--- src/rtl/uart_word_pkg.sv ---
package uart_word_pkg;

    localparam int WORD_W      = 16;
    localparam int DATA_BITS   = 8;
    localparam int FRAME_WORDS = DATA_BITS + 2;
    localparam int IDX_W       = $clog2(FRAME_WORDS);

    typedef logic [WORD_W-1:0]    word_t;
    typedef logic [DATA_BITS-1:0] byte_t;

    typedef enum logic {
        RX_HUNT  = 1'b0,
        RX_FRAME = 1'b1
    } rx_state_e;

    typedef struct packed {
        logic                   busy;
        logic [IDX_W-1:0]       idx;
        logic [FRAME_WORDS-1:0] bits;
    } tx_state_t;

    typedef struct packed {
        rx_state_e        state;
        logic [IDX_W-1:0] idx;
        byte_t            shreg;
    } rx_state_t;

    // Replicate one asynchronous bit across a whole sample word.
    function automatic word_t expand_bit(input logic b);
        return {WORD_W{b}};
    endfunction

    // Majority decision: strictly more than half the samples high.
    function automatic logic vote_word(input word_t w);
        int ones;
        ones = 0;
        for (int i = 0; i < WORD_W; i++) begin
            ones += int'(w[i]);
        end
        return (ones > WORD_W / 2);
    endfunction

    // Divider terminal value for WORD_W samples per bit.
    function automatic int div_value(input int clk_hz, input int baud);
        return clk_hz / (WORD_W * baud) - 1;
    endfunction

endpackage

--- src/rtl/uart_word_baud_div.sv ---
module uart_word_baud_div
    import uart_word_pkg::*;
#(
    parameter int CLK_HZ = 100_000_000,
    parameter int BAUD   = 38400
) (
    input  logic clk,
    input  logic rst,
    output logic tick
);
    localparam int DIV = div_value(CLK_HZ, BAUD);
    localparam int CW  = (DIV > 0) ? $clog2(DIV + 1) : 1;

    logic [CW-1:0] cnt;

    always_ff @(posedge clk) begin
        if (rst) begin
            cnt  <= '0;
            tick <= 1'b0;
        end else if (cnt == CW'(DIV)) begin
            cnt  <= '0;
            tick <= 1'b1;
        end else begin
            cnt  <= cnt + 1'b1;
            tick <= 1'b0;
        end
    end


    div_range_chk: assert property (@(posedge clk) disable iff (rst)
        cnt <= CW'(DIV));

    generate
        if (DIV > 0) begin : g_pulse

            tick_pulse_chk: assert property (@(posedge clk) disable iff (rst)
                tick |=> !tick);
        end
    endgenerate

endmodule

--- src/rtl/uart_word_tx.sv ---
module uart_word_tx
    import uart_word_pkg::*;
(
    input  logic  clk,
    input  logic  rst,
    input  byte_t in_byte,
    input  logic  in_valid,
    output logic  in_ready,
    output word_t out_word,
    output logic  out_valid
);
    tx_state_t st;

    assign in_ready  = !st.busy;
    assign out_valid = st.busy;
    assign out_word  = expand_bit(st.bits[0]);

    always_ff @(posedge clk) begin
        if (rst) begin
            st <= '0;
        end else if (st.busy) begin
            if (st.idx == IDX_W'(FRAME_WORDS - 1)) begin
                st.busy <= 1'b0;
            end else begin
                st.idx  <= st.idx + 1'b1;
                st.bits <= st.bits >> 1;
            end
        end else if (in_valid) begin
            st.busy <= 1'b1;
            st.idx  <= '0;
            st.bits <= {1'b1, in_byte, 1'b0};
        end
    end


    tx_start_word_chk: assert property (@(posedge clk) disable iff (rst)
        (in_valid && in_ready) |=> (out_valid && out_word == '0));


    tx_stop_word_chk: assert property (@(posedge clk) disable iff (rst)
        $fell(out_valid) |-> ($past(out_word) == '1));


    tx_ready_rise_chk: assert property (@(posedge clk) disable iff (rst)
        $rose(in_ready) |-> $past(out_valid));

endmodule

--- src/rtl/uart_word_rx.sv ---
module uart_word_rx
    import uart_word_pkg::*;
(
    input  logic  clk,
    input  logic  rst,
    input  word_t in_word,
    input  logic  in_valid,
    output byte_t out_byte,
    output logic  out_valid,
    output logic  out_err
);
    rx_state_t st;
    logic      bit_now;

    assign bit_now = vote_word(in_word);

    always_ff @(posedge clk) begin
        if (rst) begin
            st        <= '{state: RX_HUNT, idx: '0, shreg: '0};
            out_byte  <= '0;
            out_valid <= 1'b0;
            out_err   <= 1'b0;
        end else begin
            out_valid <= 1'b0;
            if (in_valid) begin
                case (st.state)
                    RX_HUNT: begin
                        if (!bit_now) begin
                            st.state <= RX_FRAME;
                            st.idx   <= IDX_W'(1);
                        end
                    end
                    RX_FRAME: begin
                        if (st.idx == IDX_W'(FRAME_WORDS - 1)) begin
                            out_byte  <= st.shreg;
                            out_err   <= !bit_now;
                            out_valid <= 1'b1;
                            st.state  <= RX_HUNT;
                            st.idx    <= '0;
                        end else begin
                            st.shreg <= {bit_now, st.shreg[DATA_BITS-1:1]};
                            st.idx   <= st.idx + 1'b1;
                        end
                    end
                    default: st.state <= RX_HUNT;
                endcase
            end
        end
    end


    rx_pulse_chk: assert property (@(posedge clk) disable iff (rst)
        out_valid |=> !out_valid);


    rx_hunt_chk: assert property (@(posedge clk) disable iff (rst)
        (st.state == RX_HUNT && in_valid && bit_now) |=> (st.state == RX_HUNT && !out_valid));


    rx_gap_chk: assert property (@(posedge clk) disable iff (rst)
        !in_valid |=> ($stable(st.shreg) && $stable(st.idx) && !out_valid));

endmodule

--- src/rtl/uart_word_codec.sv ---
module uart_word_codec
    import uart_word_pkg::*;
#(
    parameter int CLK_HZ = 100_000_000,
    parameter int BAUD   = 38400
) (
    input  logic        clk,
    input  logic        rst,
    input  logic [7:0]  tx_byte,
    input  logic        tx_valid,
    output logic        tx_ready,
    output logic [15:0] tx_word,
    output logic        tx_word_valid,
    input  logic [15:0] rx_word,
    input  logic        rx_word_valid,
    output logic [7:0]  rx_byte,
    output logic        rx_byte_valid,
    output logic        rx_frame_err,
    output logic        sample_tick
);
    uart_word_tx u_tx (
        .clk       (clk),
        .rst       (rst),
        .in_byte   (tx_byte),
        .in_valid  (tx_valid),
        .in_ready  (tx_ready),
        .out_word  (tx_word),
        .out_valid (tx_word_valid)
    );

    uart_word_rx u_rx (
        .clk       (clk),
        .rst       (rst),
        .in_word   (rx_word),
        .in_valid  (rx_word_valid),
        .out_byte  (rx_byte),
        .out_valid (rx_byte_valid),
        .out_err   (rx_frame_err)
    );

    uart_word_baud_div #(
        .CLK_HZ (CLK_HZ),
        .BAUD   (BAUD)
    ) u_div (
        .clk  (clk),
        .rst  (rst),
        .tick (sample_tick)
    );

endmodule

--- config.mk ---
export PLATFORM = sky130hd
export DESIGN_NAME = uart_word_codec
export DESIGN_NICKNAME = d
export VERILOG_FILES = /design/src/rtl/uart_word_pkg.sv /design/src/rtl/uart_word_baud_div.sv /design/src/rtl/uart_word_tx.sv /design/src/rtl/uart_word_rx.sv /design/src/rtl/uart_word_codec.sv
export SDC_FILE = /design/constraint.sdc
export NUM_CORES = 1
export LEC_CHECK = 0
export ABC_AREA = 1
export CORE_MARGIN = 2
export CORE_UTILIZATION = 45
export DETAILED_ROUTE_END_ITERATION = 10
export GPL_TIMING_DRIVEN = 0
export PLACE_DENSITY = 0.77
export SKIP_CTS_REPAIR_TIMING = 1
export SLEW_MARGIN = 10
export SYNTH_ARGS = -nofsm -noshare
export SYNTH_HDL_FRONTEND = slang
export SYNTH_SLANG_ARGS = --single-unit
--- constraint.sdc ---
create_clock -name clk -period 4.2 [get_ports clk]
set_clock_uncertainty 0.1 [all_clocks]
set_input_delay 0.42 -clock clk [delete_from_list [all_inputs] [get_ports clk]]
set_output_delay 0.42 -clock clk [all_outputs]
set_load 0.05 [all_outputs]
==> run summary, run 1 <==
I/O pin cnt: 57
die span in y: 77.8 microns
CTS tree: yes
combinational share of power: 37.7%
Die ar.: 6050 sq um
Mean Syn Cell Area: 8.22 sq um
Synth top cells by count: inv_1 (54), dfxtp_1 (47), nand2_1 (31), a21oi_1 (25), nand3_1 (22)
Most used DFF post-synth: dfxtp_1
max-capacitance violation count: 0
Yosys reg bits: 47
share of layout cells above drive strength 1: 16.9%
Cell Rows: 26
final wirelength: 4580 microns
Area after DPL: 3100 sq um
Starting Density: 47.4%
worst min path class: reg2reg
Reg2Reg Launch Point: u_rx.st[8]
DRT iter0 DRCs: 126
Netlist cell types: 30
maximum root-to-sink buffer count: 2
Psw: 0.000429 W
Net Count, Synth: 347
largest net degree at the start of global routing: 18
CP Data Arrival Time: 4.25 ns
synth top area cells: dfxtp_1 (38%), inv_1 (8.3%), fa_1 (8.2%)
Clk network pwr share: 21.5%
post-synth top area cell: dfxtp_1
internal power: 0.000827 W
# setup viols final: 0
Place WS: -0.629 ns
Post-synth ARST share: 0%
Min Clock Period, post-route: 4.16 ns
Synth Instances: 298
via count: 2058
core area: 5170 sq um
Setup WS post-layout: 0.0440 ns
top cell type's share of synthesized area: 38.4%
Reg power frac: 40.8%
synthesized area: 2450 sq um
fin util: 63.5%
leakage: 1.42 nW
Root Driver: clkbuf_8
Crit Path Max Fanout: 4
n_diodes: 0
maximum VDD drop: 0.227 mV
worst rel slew slack: 66.0%
Fmax: 241 MHz
critical path class: in2reg
vias per cell: 4.72
DR WL/cell: 10.5 microns
sequential fraction of the synthesis area: 38.4%
drt pass-1 iters: 4
fin area: 3290 sq um
Fin. Hold Viols: 0
vias in the first global route: 1834
Power Density: 382 nW/um^2
CTS sink cnt: 47
RSZ-0062 raised after global routing: true
detailed-route DRC error count: 0
Worst Path Required: 4.30 ns
fin. max-slew vios: 0
PortBufs: 56
antenna-violating nets left: 0
Ys Warns: 0
P&R area growth vs syn: 34.2%
Die X: 77.8 microns
GRT Util Overall: 15.7%
CTS buffer count: 5
gr ovfl total: 0
Clk Latency, worst-skew pair: 0.29 ns
crit start category: input port
H-tree depth: 2
final RePlAce weighted congestion: 0.883
Hold Crit Start: u_tx.st[1]
hpwl dp: 3380 microns
switch share: 34.2%
Slew @ Worst Pin: 0.508 ns
status: finished, final reports clean
first-pass GRT wire length: 7870 microns
Tcrit/Tclk final: 99.0%
Setup crit end kind: register
initial antenna violation count: 0
CP Launch Point: rx_word[0]
final net count: 415
Post-synth EDFFs: 0
clk slew on worst S/H paths: 0.08 ns
count leader, synth: inv_1
==> power by group through the flow <==
| stage | registers (W) | clock network [W] | logic, W |
|---|---|---|---|
| 2_1_floorplan | 0.000518 | 0 | 0.000293 |
| 4_1_cts | 0.000511 | 0.000277 | 0.000396 |
| 5_1_grt | 0.000518 | 0.000299 | 0.000535 |
| 6_report | 0.000512 | 0.000270 | 0.000474 |
| 3_3_place_gp | 0.000520 | 0 | 0.000379 |
| 3_5_place_dp | 0.000521 | 0 | 0.000394 |
==> kinds of logic after synthesis <==
| logic type | after synthesis | synth area share, % |
|---|---|---|
| AOI/OAI and AO/OA | 61 | 14.8 |
| xor gates and xnor gates | 2 | 0.715 |
| adders and majority gates | 21 | 13.8 |
| buffers and inverters | 81 | 15.6 |
| DFF | 47 | 38.4 |
| and+or+nand+nor | 86 | 16.7 |
==> critical path: stages <==
cell	delay, ns
buf_6	0.10
ha_4	0.25
inv_2	0.03
fa_1	0.52
fa_1	0.43
fa_1	0.52
fa_1	0.44
fa_2	0.39
fa_2	0.40
inv_2	0.06
nand2_1	0.04
nand4_1	0.11
nand3_2	0.10
nand3_4	0.10
nand2_4	0.06
buf_6	0.12
o21ai_2	0.11
inv_1	0.04
==> state kept, by name, summed over array words and instances (netlist names) <==
register	count
u_div.cnt	8
u_div.tick	1
u_rx.out_byte	8
u_rx.out_err	1
u_rx.out_valid	1
u_rx.st	13
u_tx.out_valid	1
u_tx.out_word	1
u_tx.st	13
==> worst paths after layout <==
kind	to	slack (ns)	cells after the start
max	u_rx.st[8]	0.04	18
min	u_tx.out_word[0]	0.37	2
min reg2reg	u_tx.out_word[0]	0.37	2
max reg2reg	u_rx.st[8]	2.55	11
==> layer usage <==
| metal | vias up | part of all wire, % | global-route usage [%] |
|---|---|---|---|
| met4 | 0 | 0.50 | 4.29 |
| met2 | 52 | 46 | 25.8 |
| li1 | 1086 | - | - |
| met3 | 2 | 6.4 | 3.84 |
| met1 | 918 | 47 | 20.5 |
| met5 | - | 0 | 0 |
==> layout by cell type, fill, tap and decap left out, drive strengths merged <==
master,n
nand2,32
dfxtp,47
a31oi,2
clkdlybuf4s50,49
ha,11
clkinv,3
o21ai,25
nor3b,3
xor2,1
fa,10
o22ai,1
a22oi,8
a21oi,25
inv,57
xnor2,1
nor4,4
nor3,3
nor2,17
clkbuf,8
nand4,4
dlymetal6s2s,5
buf,27
nand3,23
==> per-stage QoR <==
stage	setup TNS (ns)	total power, W	std cells	hold slack, ns
floorplan	0	0.000811	298	0.333
global placement	-3.08	0.000898	424	0.347
detailed placement	-3.52	0.000915	424	0.358
CTS	-1.29	0.00118	431	0.370
global route	-0.436	0.00135	436	0.389
finish	0	0.00126	436	0.367
==> area by class of cell <==
class	count	area [sq um]
Clock buffer	6	82.6
Timing Repair Buffer	61	617
Tap cell	70	87.6
Buffer	22	160
Inverter	59	221
Fill cell	406	1890
Sequential cell	47	941
Clock inverter	1	5.00
Multi-Input combinational cell	170	1170
Note: power is estimated with default switching activity, not from simulation.
==> run 2, diff against run 1 <==
--- a/config.mk
+++ b/config.mk
@@ -7,7 +7,7 @@
 export LEC_CHECK = 0
 export ABC_AREA = 1
 export CORE_MARGIN = 2
-export CORE_UTILIZATION = 45
+export CORE_UTILIZATION = 46
 export DETAILED_ROUTE_END_ITERATION = 10
 export GPL_TIMING_DRIVEN = 0
 export PLACE_DENSITY = 0.77
@@ -15,4 +15,5 @@
 export SLEW_MARGIN = 10
 export SYNTH_ARGS = -nofsm -noshare
 export SYNTH_HDL_FRONTEND = slang
+export SYNTH_HIERARCHICAL = 1
 export SYNTH_SLANG_ARGS = --single-unit
==> run summary, run 2 <==
status: finished, final reports clean
gr ovfl total: 0
share of layout cells above drive strength 1: 18.4%
CTS sink cnt: 47
Synth top cells by count: nand2_1 (52), inv_1 (51), dfxtp_1 (47), nor2_1 (34)
antenna-violating nets left: 0
initial antenna violation count: 0
Post-synth ARST share: 0%
final net count: 450
Cell Rows: 27
PortBufs: 56
via count: 2189
worst rel slew slack: 60.4%
largest net degree at the start of global routing: 18
top cell type's share of synthesized area: 35.5%
final RePlAce weighted congestion: 0.780
count leader, synth: nand2_1
DR WL/cell: 10.3 microns
hold_ws: 0.380 ns
Min Clock Period, post-route: 3.94 ns
Die X: 79.9 microns
Most used DFF post-synth: dfxtp_1
worst min path class: reg2reg
Netlist cell types: 30
Net Count, Synth: 386
maximum VDD drop: 0.223 mV
max-capacitance violation count: 0
detailed-route DRC error count: 0
clk slew on worst S/H paths: 0.08 ns
WP buf/inv: 5
Slew @ Worst Pin: 0.593 ns
I/O pin cnt: 57
CP Cell Sequence: dlymetal6s2s_1, fa_1, inv_1, fa_1, fa_1, fa_1, inv_2, ha_4, inv_2, fa_1, inv_1, nor2_2, nand3_2, nand3_2, nand3_4, nand2_4, nand2_2, a21oi_2
Ys Warns: 6
DRT iter0 DRCs: 96
H-tree depth: 2
CP max stage cell: fa_1
CTS tree: yes
Crit Path Max Fanout: 5
Post-synth EDFFs: 0
final wirelength: 4880 microns
synth top area cells: dfxtp_1 (36%), fa_1 (7.6%), nand2_1 (7.4%)
fin. max-slew vios: 0
maximum root-to-sink buffer count: 2
core area: 5540 sq um
Worst path top cell family by delay: adder cells
Worst Path Required: 4.32 ns
most frequent cells in the layout: nand2_1 (51), clkdlybuf4s50_1 (47), inv_1 (47), dfxtp_1 (47), nor2_1 (33)
Yosys reg bits: 47
synthesized area: 2650 sq um
Clk Latency, worst-skew pair: 0.29 ns
Root Driver: clkbuf_8
biggest regs: u_rx/st x13, u_tx/st x13
Power Density: 369 nW/um^2
Setup crit end kind: register
crit start category: input port
Fin. Hold Viols: 0
Crit path largest cell delay: 0.55 ns
RSZ-0062 raised after global routing: false
Synth Instances: 337
CP dominant cell by count: fa_1
Starting Density: 47.8%
Die ar.: 6380 sq um
leakage: 1.54 nW
die span in y: 79.9 microns
commonest non-fill, non-tap cell in the layout: nand2_1
CP Data Arrival Time: 4.06 ns
first-pass GRT wire length: 8490 microns
post-synth top area cell: dfxtp_1
vias in the first global route: 2006
Tcrit/Tclk final: 93.8%
Fmax: 254 MHz
total power: 0.00127 W
hpwl dp: 3730 microns
CTS buffer count: 5
Mean Syn Cell Area: 7.86 sq um
vias per cell: 4.62
critical path class: in2reg
GRT Util Overall: 16.4%
P&R area growth vs syn: 30.0%
sequential fraction of the synthesis area: 35.5%
drt pass-1 iters: 4
n_diodes: 0
# setup viols final: 0
## run 2: cell types whose count changed in the layout (fill, tap and decap cells not counted), sizes merged, moves of 3 or more
cell,delta
nand2,+31
nor2,+21
a22oi,-8
o21ai,+7
buf,-4
dlymetal6s2s,+4
a21oi,-3
clkbuf,-3
nand3,+3
nand4,-3
nor3b,-3
nor4,-3
## run 2: cells by family (layout without fill, tap and decap cells)
kind of cell / Yosys count / in the layout / synth area share, %
AOI/OAI and AO/OA: 54 / 54 / 11.6
adders and majority gates: 21 / 21 / 12.8
DFF: 47 / 47 / 35.5
buffers and inverters: 79 / 144 / 14.7
and+or+nand+nor: 134 / 134 / 24.7
xor gates and xnor gates: 2 / 2 / 0.661
## run 2: through the flow
step / setup TNS (ns) / utilization [%] / instances / instance area, sq um / setup WS [ns]
after floorplan: 0 / - / 337 / 2650 / 0.294
after global placement: -1.68 / 59.6 / 465 / 3300 / -0.299
after detailed placement: -2.30 / 59.6 / 465 / 3300 / -0.391
after CTS: -0.178 / 61.2 / 473 / 3390 / -0.0686
after global routing: 0 / 62.2 / 474 / 3440 / 0.105
final: 0 / 62.2 / 474 / 3440 / 0.261
## run 2: path summary, 6_finish.rpt
check	from	to	slack (ns)	cells past startpoint
setup / recovery	rx_word[8]	u_rx/st[11]	0.26	18
hold / removal	u_rx/st[0]	u_rx/out_byte[0]	0.38	2
setup reg to reg	u_rx/st[9]	u_rx/st[5]	2.64	9
hold reg to reg	u_rx/st[0]	u_rx/out_byte[0]	0.38	2
## run 2: tightest hold or removal path, stage by stage (launching register included)
cell and delay, ns:
dfxtp_1 0.30, inv_1 0.07, o21ai_2 0.06
## run 2: cell type report
type | instances | area (sq um)
plain buffers | 22 | 174
clock buffers | 5 | 68.8
clock inverters | 3 | 20.0
fillers | 501 | 2100
inverters | 57 | 216
multi-input cells | 211 | 1340
flip-flops and latches | 47 | 941
well taps | 72 | 90.1
repair buffers | 57 | 591
## run 2: power by group
group / leakage [nW] / switching [W] / internal, W
clock network: 0.0402 / 0.000145 / 0.000116
logic: 1.11 / 0.000290 / 0.000210
registers: 0.383 / 0.0000258 / 0.000484
total: 1.54 / 0.000461 / 0.000810
## run 2: metal layers
| layer | GRT usage [%] | share of wire (%) |
|---|---|---|
| met5 | 0 | 0 |
| met3 | 3.62 | 5.2 |
| met4 | 3.05 | 0.31 |
| met2 | 28.4 | 48 |
| met1 | 21.0 | 47 |
